File: src/rtl/hdx_status_pkg.sv
`timescale 1ns/1ps
package hdx_status_pkg;
  localparam int NFLAG   = 3;
  localparam int F_ABORT = 0;
  localparam int F_NOCRS = 1;
  localparam int F_DEFER = 2;

  // sticky update: clear first, then set, so a same-cycle event survives
  function automatic logic [NFLAG-1:0] next_flags(input logic [NFLAG-1:0] cur,
                                                  input logic [NFLAG-1:0] set,
                                                  input logic [NFLAG-1:0] clr);
    return (cur & ~clr) | set;
  endfunction

  function automatic int pick_limit(input logic fast, input int lim_fast, input int lim_slow);
    return fast ? lim_fast : lim_slow;
  endfunction
endpackage

File: src/rtl/hdx_coll_track.sv
`timescale 1ns/1ps
module hdx_coll_track #(
  parameter int COLL_LIMIT = 16
) (
  input  logic clk,
  input  logic rst_n,
  input  logic half_dup,
  input  logic tx_start,
  input  logic tx_end,
  input  logic tx_coll,
  output logic abort_evt,
  output logic abort_req
);
  localparam int CW = $clog2(COLL_LIMIT);
  localparam logic [CW-1:0] LAST = CW'(COLL_LIMIT - 1);

  logic [CW-1:0] cnt;

  assign abort_evt = half_dup && tx_coll && (cnt == LAST);

  always_ff @(posedge clk) begin
    if (!rst_n) begin
      cnt       <= '0;
      abort_req <= 1'b0;
    end else begin
      abort_req <= abort_evt;
      if (tx_start || tx_end || abort_evt) cnt <= '0;
      else if (half_dup && tx_coll)        cnt <= cnt + 1'b1;
    end
  end

  p_abort_single_r2: assert property (@(posedge clk) disable iff (!rst_n)
    abort_req |=> !abort_req);
  p_cnt_restart_r3: assert property (@(posedge clk) disable iff (!rst_n)
    (tx_start || tx_end) |=> (cnt == '0));
endmodule

File: src/rtl/hdx_crs_check.sv
`timescale 1ns/1ps
module hdx_crs_check (
  input  logic clk,
  input  logic rst_n,
  input  logic half_dup,
  input  logic tx_start,
  input  logic tx_end,
  input  logic abort_evt,
  input  logic crs,
  output logic nocrs_evt,
  output logic in_frame
);
  always_ff @(posedge clk) begin
    if (!rst_n)                    in_frame <= 1'b0;
    else if (tx_start)             in_frame <= 1'b1;
    else if (tx_end || abort_evt)  in_frame <= 1'b0;
  end

  assign nocrs_evt = half_dup && !crs && (tx_start || in_frame);

  p_frame_open_r5: assert property (@(posedge clk) disable iff (!rst_n)
    tx_start |=> in_frame);
  p_frame_close_r5: assert property (@(posedge clk) disable iff (!rst_n)
    (!tx_start && (tx_end || abort_evt)) |=> !in_frame);
endmodule

File: src/rtl/hdx_defer_timer.sv
`timescale 1ns/1ps
module hdx_defer_timer
  import hdx_status_pkg::*;
#(
  parameter int LIMIT_FAST = 8192,
  parameter int LIMIT_SLOW = 8192
) (
  input  logic clk,
  input  logic rst_n,
  input  logic half_dup,
  input  logic no_defer,
  input  logic speed_fast,
  input  logic deferring,
  output logic defer_evt
);
  localparam int MAXL = (LIMIT_FAST > LIMIT_SLOW) ? LIMIT_FAST : LIMIT_SLOW;
  localparam int CW   = $clog2(MAXL + 2);

  logic [CW-1:0] cnt;
  logic [CW-1:0] lim;
  logic          active;

  assign lim       = CW'(pick_limit(speed_fast, LIMIT_FAST, LIMIT_SLOW));
  assign active    = half_dup && !no_defer && deferring;
  assign defer_evt = active && (cnt == lim);

  // saturates at lim+1 so the trip fires once per episode
  always_ff @(posedge clk) begin
    if (!rst_n)          cnt <= '0;
    else if (!active)    cnt <= '0;
    else if (cnt <= lim) cnt <= cnt + 1'b1;
  end

  p_defer_once_r6: assert property (@(posedge clk) disable iff (!rst_n)
    defer_evt |=> !defer_evt);
  p_cnt_clear_r6: assert property (@(posedge clk) disable iff (!rst_n)
    !deferring |=> (cnt == '0));
  p_nodef_r7: assert property (@(posedge clk) disable iff (!rst_n)
    no_defer |-> !defer_evt);
endmodule

File: src/rtl/hdx_flag_bank.sv
`timescale 1ns/1ps
module hdx_flag_bank
  import hdx_status_pkg::*;
(
  input  logic             clk,
  input  logic             rst_n,
  input  logic [NFLAG-1:0] set_vec,
  input  logic             wr_en,
  input  logic             wr_sel,
  input  logic [NFLAG-1:0] wr_data,
  output logic [NFLAG-1:0] status,
  output logic [NFLAG-1:0] enable
);
  logic [NFLAG-1:0] clr_vec;

  assign clr_vec = (wr_en && !wr_sel) ? wr_data : '0;

  always_ff @(posedge clk) begin
    if (!rst_n) begin
      status <= '0;
      enable <= '0;
    end else begin
      status <= next_flags(status, set_vec, clr_vec);
      if (wr_en && wr_sel) enable <= wr_data;
    end
  end

  for (genvar i = 0; i < NFLAG; i++) begin : g_chk
    p_set_wins_r10: assert property (@(posedge clk) disable iff (!rst_n)
      set_vec[i] |=> status[i]);
    p_w1c_r9: assert property (@(posedge clk) disable iff (!rst_n)
      (clr_vec[i] && !set_vec[i]) |=> !status[i]);
    p_sticky_r9: assert property (@(posedge clk) disable iff (!rst_n)
      (status[i] && !clr_vec[i]) |=> status[i]);
  end
endmodule

File: src/rtl/hdx_tx_status.sv
`timescale 1ns/1ps
module hdx_tx_status
  import hdx_status_pkg::*;
#(
  parameter int COLL_LIMIT       = 16,
  parameter int DEFER_LIMIT_FAST = 8192,
  parameter int DEFER_LIMIT_SLOW = 8192
) (
  input  logic             clk,
  input  logic             rst_n,
  input  logic             full_duplex,
  input  logic             no_defer,
  input  logic             speed_fast,
  input  logic             tx_start,
  input  logic             tx_end,
  input  logic             tx_coll,
  input  logic             tx_deferring,
  input  logic             crs,
  input  logic             wr_en,
  input  logic             wr_sel,
  input  logic [NFLAG-1:0] wr_data,
  output logic [NFLAG-1:0] status,
  output logic [NFLAG-1:0] enable,
  output logic             tx_irq,
  output logic             abort_req
);
  logic             half_dup;
  logic             abort_evt;
  logic             nocrs_evt;
  logic             defer_evt;
  logic             in_frame;
  logic [NFLAG-1:0] set_vec;

  assign half_dup = !full_duplex;

  hdx_coll_track #(.COLL_LIMIT(COLL_LIMIT)) u_coll (
    .clk(clk), .rst_n(rst_n), .half_dup(half_dup), .tx_start(tx_start),
    .tx_end(tx_end), .tx_coll(tx_coll), .abort_evt(abort_evt), .abort_req(abort_req));

  hdx_crs_check u_crs (
    .clk(clk), .rst_n(rst_n), .half_dup(half_dup), .tx_start(tx_start),
    .tx_end(tx_end), .abort_evt(abort_evt), .crs(crs),
    .nocrs_evt(nocrs_evt), .in_frame(in_frame));

  hdx_defer_timer #(.LIMIT_FAST(DEFER_LIMIT_FAST), .LIMIT_SLOW(DEFER_LIMIT_SLOW)) u_defer (
    .clk(clk), .rst_n(rst_n), .half_dup(half_dup), .no_defer(no_defer),
    .speed_fast(speed_fast), .deferring(tx_deferring), .defer_evt(defer_evt));

  always_comb begin
    set_vec          = '0;
    set_vec[F_ABORT] = abort_evt;
    set_vec[F_NOCRS] = nocrs_evt;
    set_vec[F_DEFER] = defer_evt;
  end

  hdx_flag_bank u_flags (
    .clk(clk), .rst_n(rst_n), .set_vec(set_vec), .wr_en(wr_en), .wr_sel(wr_sel),
    .wr_data(wr_data), .status(status), .enable(enable));

  assign tx_irq = |(status & enable);

  p_fd_quiet_r8: assert property (@(posedge clk) disable iff (!rst_n)
    full_duplex |-> (set_vec == '0));
  p_abort_flag_r2: assert property (@(posedge clk) disable iff (!rst_n)
    abort_req |-> status[F_ABORT]);
  p_irq_gate_r11: assert property (@(posedge clk) disable iff (!rst_n)
    (enable == '0) |-> !tx_irq);
  p_idle_frame_r5: assert property (@(posedge clk) disable iff (!rst_n)
    (!in_frame && !tx_start) |-> !nocrs_evt);
endmodule

File: config.mk
export PLATFORM = sky130hd
export DESIGN_NAME = hdx_tx_status
export DESIGN_NICKNAME = d
export VERILOG_FILES = /design/src/rtl/hdx_status_pkg.sv /design/src/rtl/hdx_coll_track.sv /design/src/rtl/hdx_crs_check.sv /design/src/rtl/hdx_defer_timer.sv /design/src/rtl/hdx_flag_bank.sv /design/src/rtl/hdx_tx_status.sv
export SDC_FILE = /design/constraint.sdc
export NUM_CORES = 1
export LEC_CHECK = 0
export BUFFER_PORTS_ARGS = -buffer_cell sky130_fd_sc_hd__buf_4
export CAP_MARGIN = 20
export CORE_UTILIZATION = 48
export DETAILED_ROUTE_END_ITERATION = 8
export GPL_TIMING_DRIVEN = 1
export PLACE_DENSITY = 0.73
export SLEW_MARGIN = 10
export SYNTH_ARGS = -nofsm -noshare
export SYNTH_HDL_FRONTEND = slang
export SYNTH_SLANG_ARGS = --single-unit
File: constraint.sdc
create_clock -name clk -period 1.53 [get_ports clk]
set_input_delay 0.0765 -clock clk [delete_from_list [all_inputs] [get_ports clk]]
set_output_delay 0.0765 -clock clk [all_outputs]
set_load 0.02 [all_outputs]
==> summary.txt <==
Power
  – Switch share: a little under a quarter
  – Internal power: a little over 0.8 mW
  – Leakage: 0.722 nW
  – Flop pwr share: between 60 and 70%
  – Maximum VDD drop: approximately 0.00047 V
  – Power per cell area: between 600 and 700 nW/um^2
  – Sw Pwr: 0.242 mW
  – Clk network pwr share: between 20% and 30%
  – Combinational share of power: a little under a tenth
  – Total power: about 1.1 mW

Timing
  – Final hold viol count: 0
  – Worst setup margin: -286 ps
  – Final setup violation count: 10
  – Slew headroom: 71.7%
  – Achievable frequency: between 500 and 600 MHz
  – Min Tclk post-route: 1820 ps
  – Final slew viol count: 0
  – Final period util: 119%
  – Slew @ Worst Pin: about 420 ps
  – RSZ-0062 raised after global routing: true
  – Worst Skew: 1.33 ps

Synth
  – #FFs+latches synth: 26
  – Ys async rst share: 0%
  – Post-Synthesis Cells: approximately 140
  – Ys flop type: dfxtp_1
  – Synth warn: 0
  – Mean Syn Cell Area: 8.95 um^2
  – Sequential area share after synthesis: between 40% and 50%
  – Cell variety after synth: 33
  – Synthesized area: around 1200 um^2
  – Synth Net Count: approximately 160
  – Post-synth EDFFs: 0

Floorplan
  – Die Wd: about 53 um
  – Row cnt: 18
  – Initial Util: between 50% and 60%
  – Boundary Pins: 23
  – Core ar.: approximately 2500 um^2
  – Die Y: between 50 and 60 um
  – Die footprint: between 2000 and 3000 um^2

Global routing
  – Initial antenna violation count: 0
  – Largest net degree at the start of global routing: 14
  – Number of global-route vias before repair: approximately 1,200
  – Congestion Overflow GR: 0
  – Gr usage total: roughly a quarter
  – First-pass GRT wire length: about 5000 um

Critical path
  – Critical path type: reg2reg
  – Worst Path Arrival: 2060 ps
  – Critical Path Sink Type: register
  – CP required: between 1500 and 2000 ps
  – Critical Path Fanout Max: 6
  – Startpoint types: register

Clock network
  – H-tree lvl count: 1
  – CTS Root Cell: clkbuf_4
  – Clock slew at the register clock pins of the worst setup and hold paths: ~130 ps
  – Clock Sinks: 26
  – Clk Latency, worst-skew pair: between 300 and 400 ps
  – TritonCTS Buffers: 3
  – CTS tree: built
  – Clock Path Buffers: 2

Hold path
  – Hold WC Path Type: in2reg

Layout
  – Synth-to-Final Area Change: 41.6%
  – Final Instance Count excl. Fillers: between 200 and 250
  – Antenna cells: 0
  – Nets@finish: approximately 210
  – FILL cells: 190
  – Layout cells sized above 1: ~41%
  – Post-route cell area: about 1700 um^2

Run
  – MaxCap Viol Count: 0

Drt
  – Via Count: roughly 1,200
  – Met1 wire length: ~1400 um
  – Metal3 WL: about 130 um
  – Final wirelength: 3200 um
  – DR pass1 iterations: 4
  – Max Used Layer: met4
  – Wire per inst: 14.4 um
  – Final ANT Viol Nets: 0
  – Detailed router's first-iteration violation count: 17
  – Post-DR vias/cell: 5.52
  – Residual DRC count: 0
  – Met2 WL: 1640 um

Placement
  – Routability-driven placement congestion ratio: between 0.8 and 0.9
  – Cells after DPL: 210
  – Post-placement cell area: 1600 um^2
  – HPWL after DPL: 2270 um
  – IO Port Bufs: 21

Outcome
  – Failing checks: setup timing
  – Status: finished with violations
-- power groups by stage --
stage | Clock [mW] | Sequential, mW | Combinational, mW
2_1_floorplan | 0 | 0.712 | 0.0329
3_3_place_gp | 0 | 0.706 | 0.0901
3_5_place_dp | 0 | 0.707 | 0.0933
4_1_cts | 0.291 | 0.692 | 0.0969
5_1_grt | 0.325 | 0.693 | 0.109
6_report | 0.282 | 0.692 | 0.101
-- synth_stat cells, types with 2 or more instances --
cell	instances	area, um^2
or3_2	4	30.0
a21oi_1	12	60.1
nor3_1	3	15.0
nand4_1	8	50.1
inv_1	7	26.3
nor2b_1	2	12.5
o21a_1	3	22.5
ha_1	3	37.5
xor2_1	5	43.8
mux2i_1	2	20.0
dfxtp_1	26	521
o21ai_0	8	40.0
nand2_1	14	52.6
nor2_1	14	52.6
nand3_1	7	35.0
xnor2_1	2	17.5
or3_1	2	12.5
-- logic make-up (layout without fill, tap and decap cells) --
logic type,Yosys count,after routing,synth area share [%]
AO/OA/AOI/OAI,26,27,13.6
flip-flops,26,26,42.1
adder cells (fa/ha/maj),3,3,3.04
AND/OR/NAND/NOR,64,64,30.1
buffers and inverters,10,63,4.56
multiplexers,2,2,1.62
XOR/XNOR,7,7,4.96
-- state kept, by name (all words and copies together), names as in the netlist --
signal / flops
u_flags.status: 3
u_coll.cnt: 4
u_flags.enable: 3
u_coll.abort_req: 1
u_crs.in_frame: 1
u_defer.cnt: 14
-- metrics by stage --
step	setup TNS (ps)	utilization, %	hold slack (ps)	setup slack (ps)
detailed placement	-1410	65.0	326	-244
CTS	-1950	68.8	2.96	-272
global route	-2880	71.3	7.74	-344
floorplan	-128	-	185	-33.0
finish	-2200	71.3	20.3	-286
global placement	-659	65.0	292	-117
-- cell type report --
cell class                 instances  area (um^2)  share of cell area, %
timing repair buffer              53          410                   23.5
inverter                           7         26.3                   1.50
clock buffer                       3         22.5                   1.29
tap                               30         37.5                   2.15
sequential                        26          523                   29.9
multi-input combinational        103          729                   41.7
-- worst max-delay path: stages (launching register included) --
cell and delay, ps:
dfxtp_2 350, inv_2 70, ha_4 130, nor4b_4 310
a41oi_4 230, or4_4 520, a21oi_2 140
-- layer usage --
metal,track usage (%),vias to the layer above
met5,0,-
met4,8.77,0
met3,2.90,2
met2,47.3,38
met1,28.3,581
li1,-,604
-- repair_timing --
| item | CTS | global route |
|---|---|---|
| setup buffers | 3 | 3 |
| endpoints found under the setup margin | 10 | 10 |
| hold buffers | 1 | 1 |
| resized for setup | 5 | 9 |
| hold endpoints to repair | 1 | 1 |
| pin swaps | 1 | 7 |
| cloned | 1 | 0 |
-- path summary, 6_finish.rpt --
| path | startpoint | to | slack [ps] | cells past startpoint |
|---|---|---|---|---|
| hold reg to reg | u_crs.in_frame | u_crs.in_frame | 490 | 2 |
| setup reg to reg | u_defer.cnt[1] | u_defer.cnt[11] | -290 | 6 |
| hold / removal | rst_n | u_flags.status[2] | 20 | 3 |
| setup / recovery | u_defer.cnt[1] | u_defer.cnt[11] | -290 | 6 |
-- cells in the final DEF, fill, tap and decap left out, types with 2 or more instances in the layout --
cell           netlist  routed
nand2_1             14      14
buf_4                0      49
ha_1                 3       2
buf_6                1       2
nor2b_1              2       2
dfxtp_2              0       2
nor2_1              14      14
o21a_1               3       3
inv_2                0       2
inv_1                7       5
a21oi_1             12       8
nor3_1               3       3
a21oi_2              0       4
dfxtp_1             26      24
dlygate4sd3_1        0       2
or3_4                0       2
or3_2                4       2
xor2_1               5       5
clkbuf_4             0       3
nand3_1              7       7
nand4_1              8       8
o21ai_0              8       6
mux2i_1              2       2
or3_1                2       2
No activity file was read; power rests on OpenSTA's default activity.
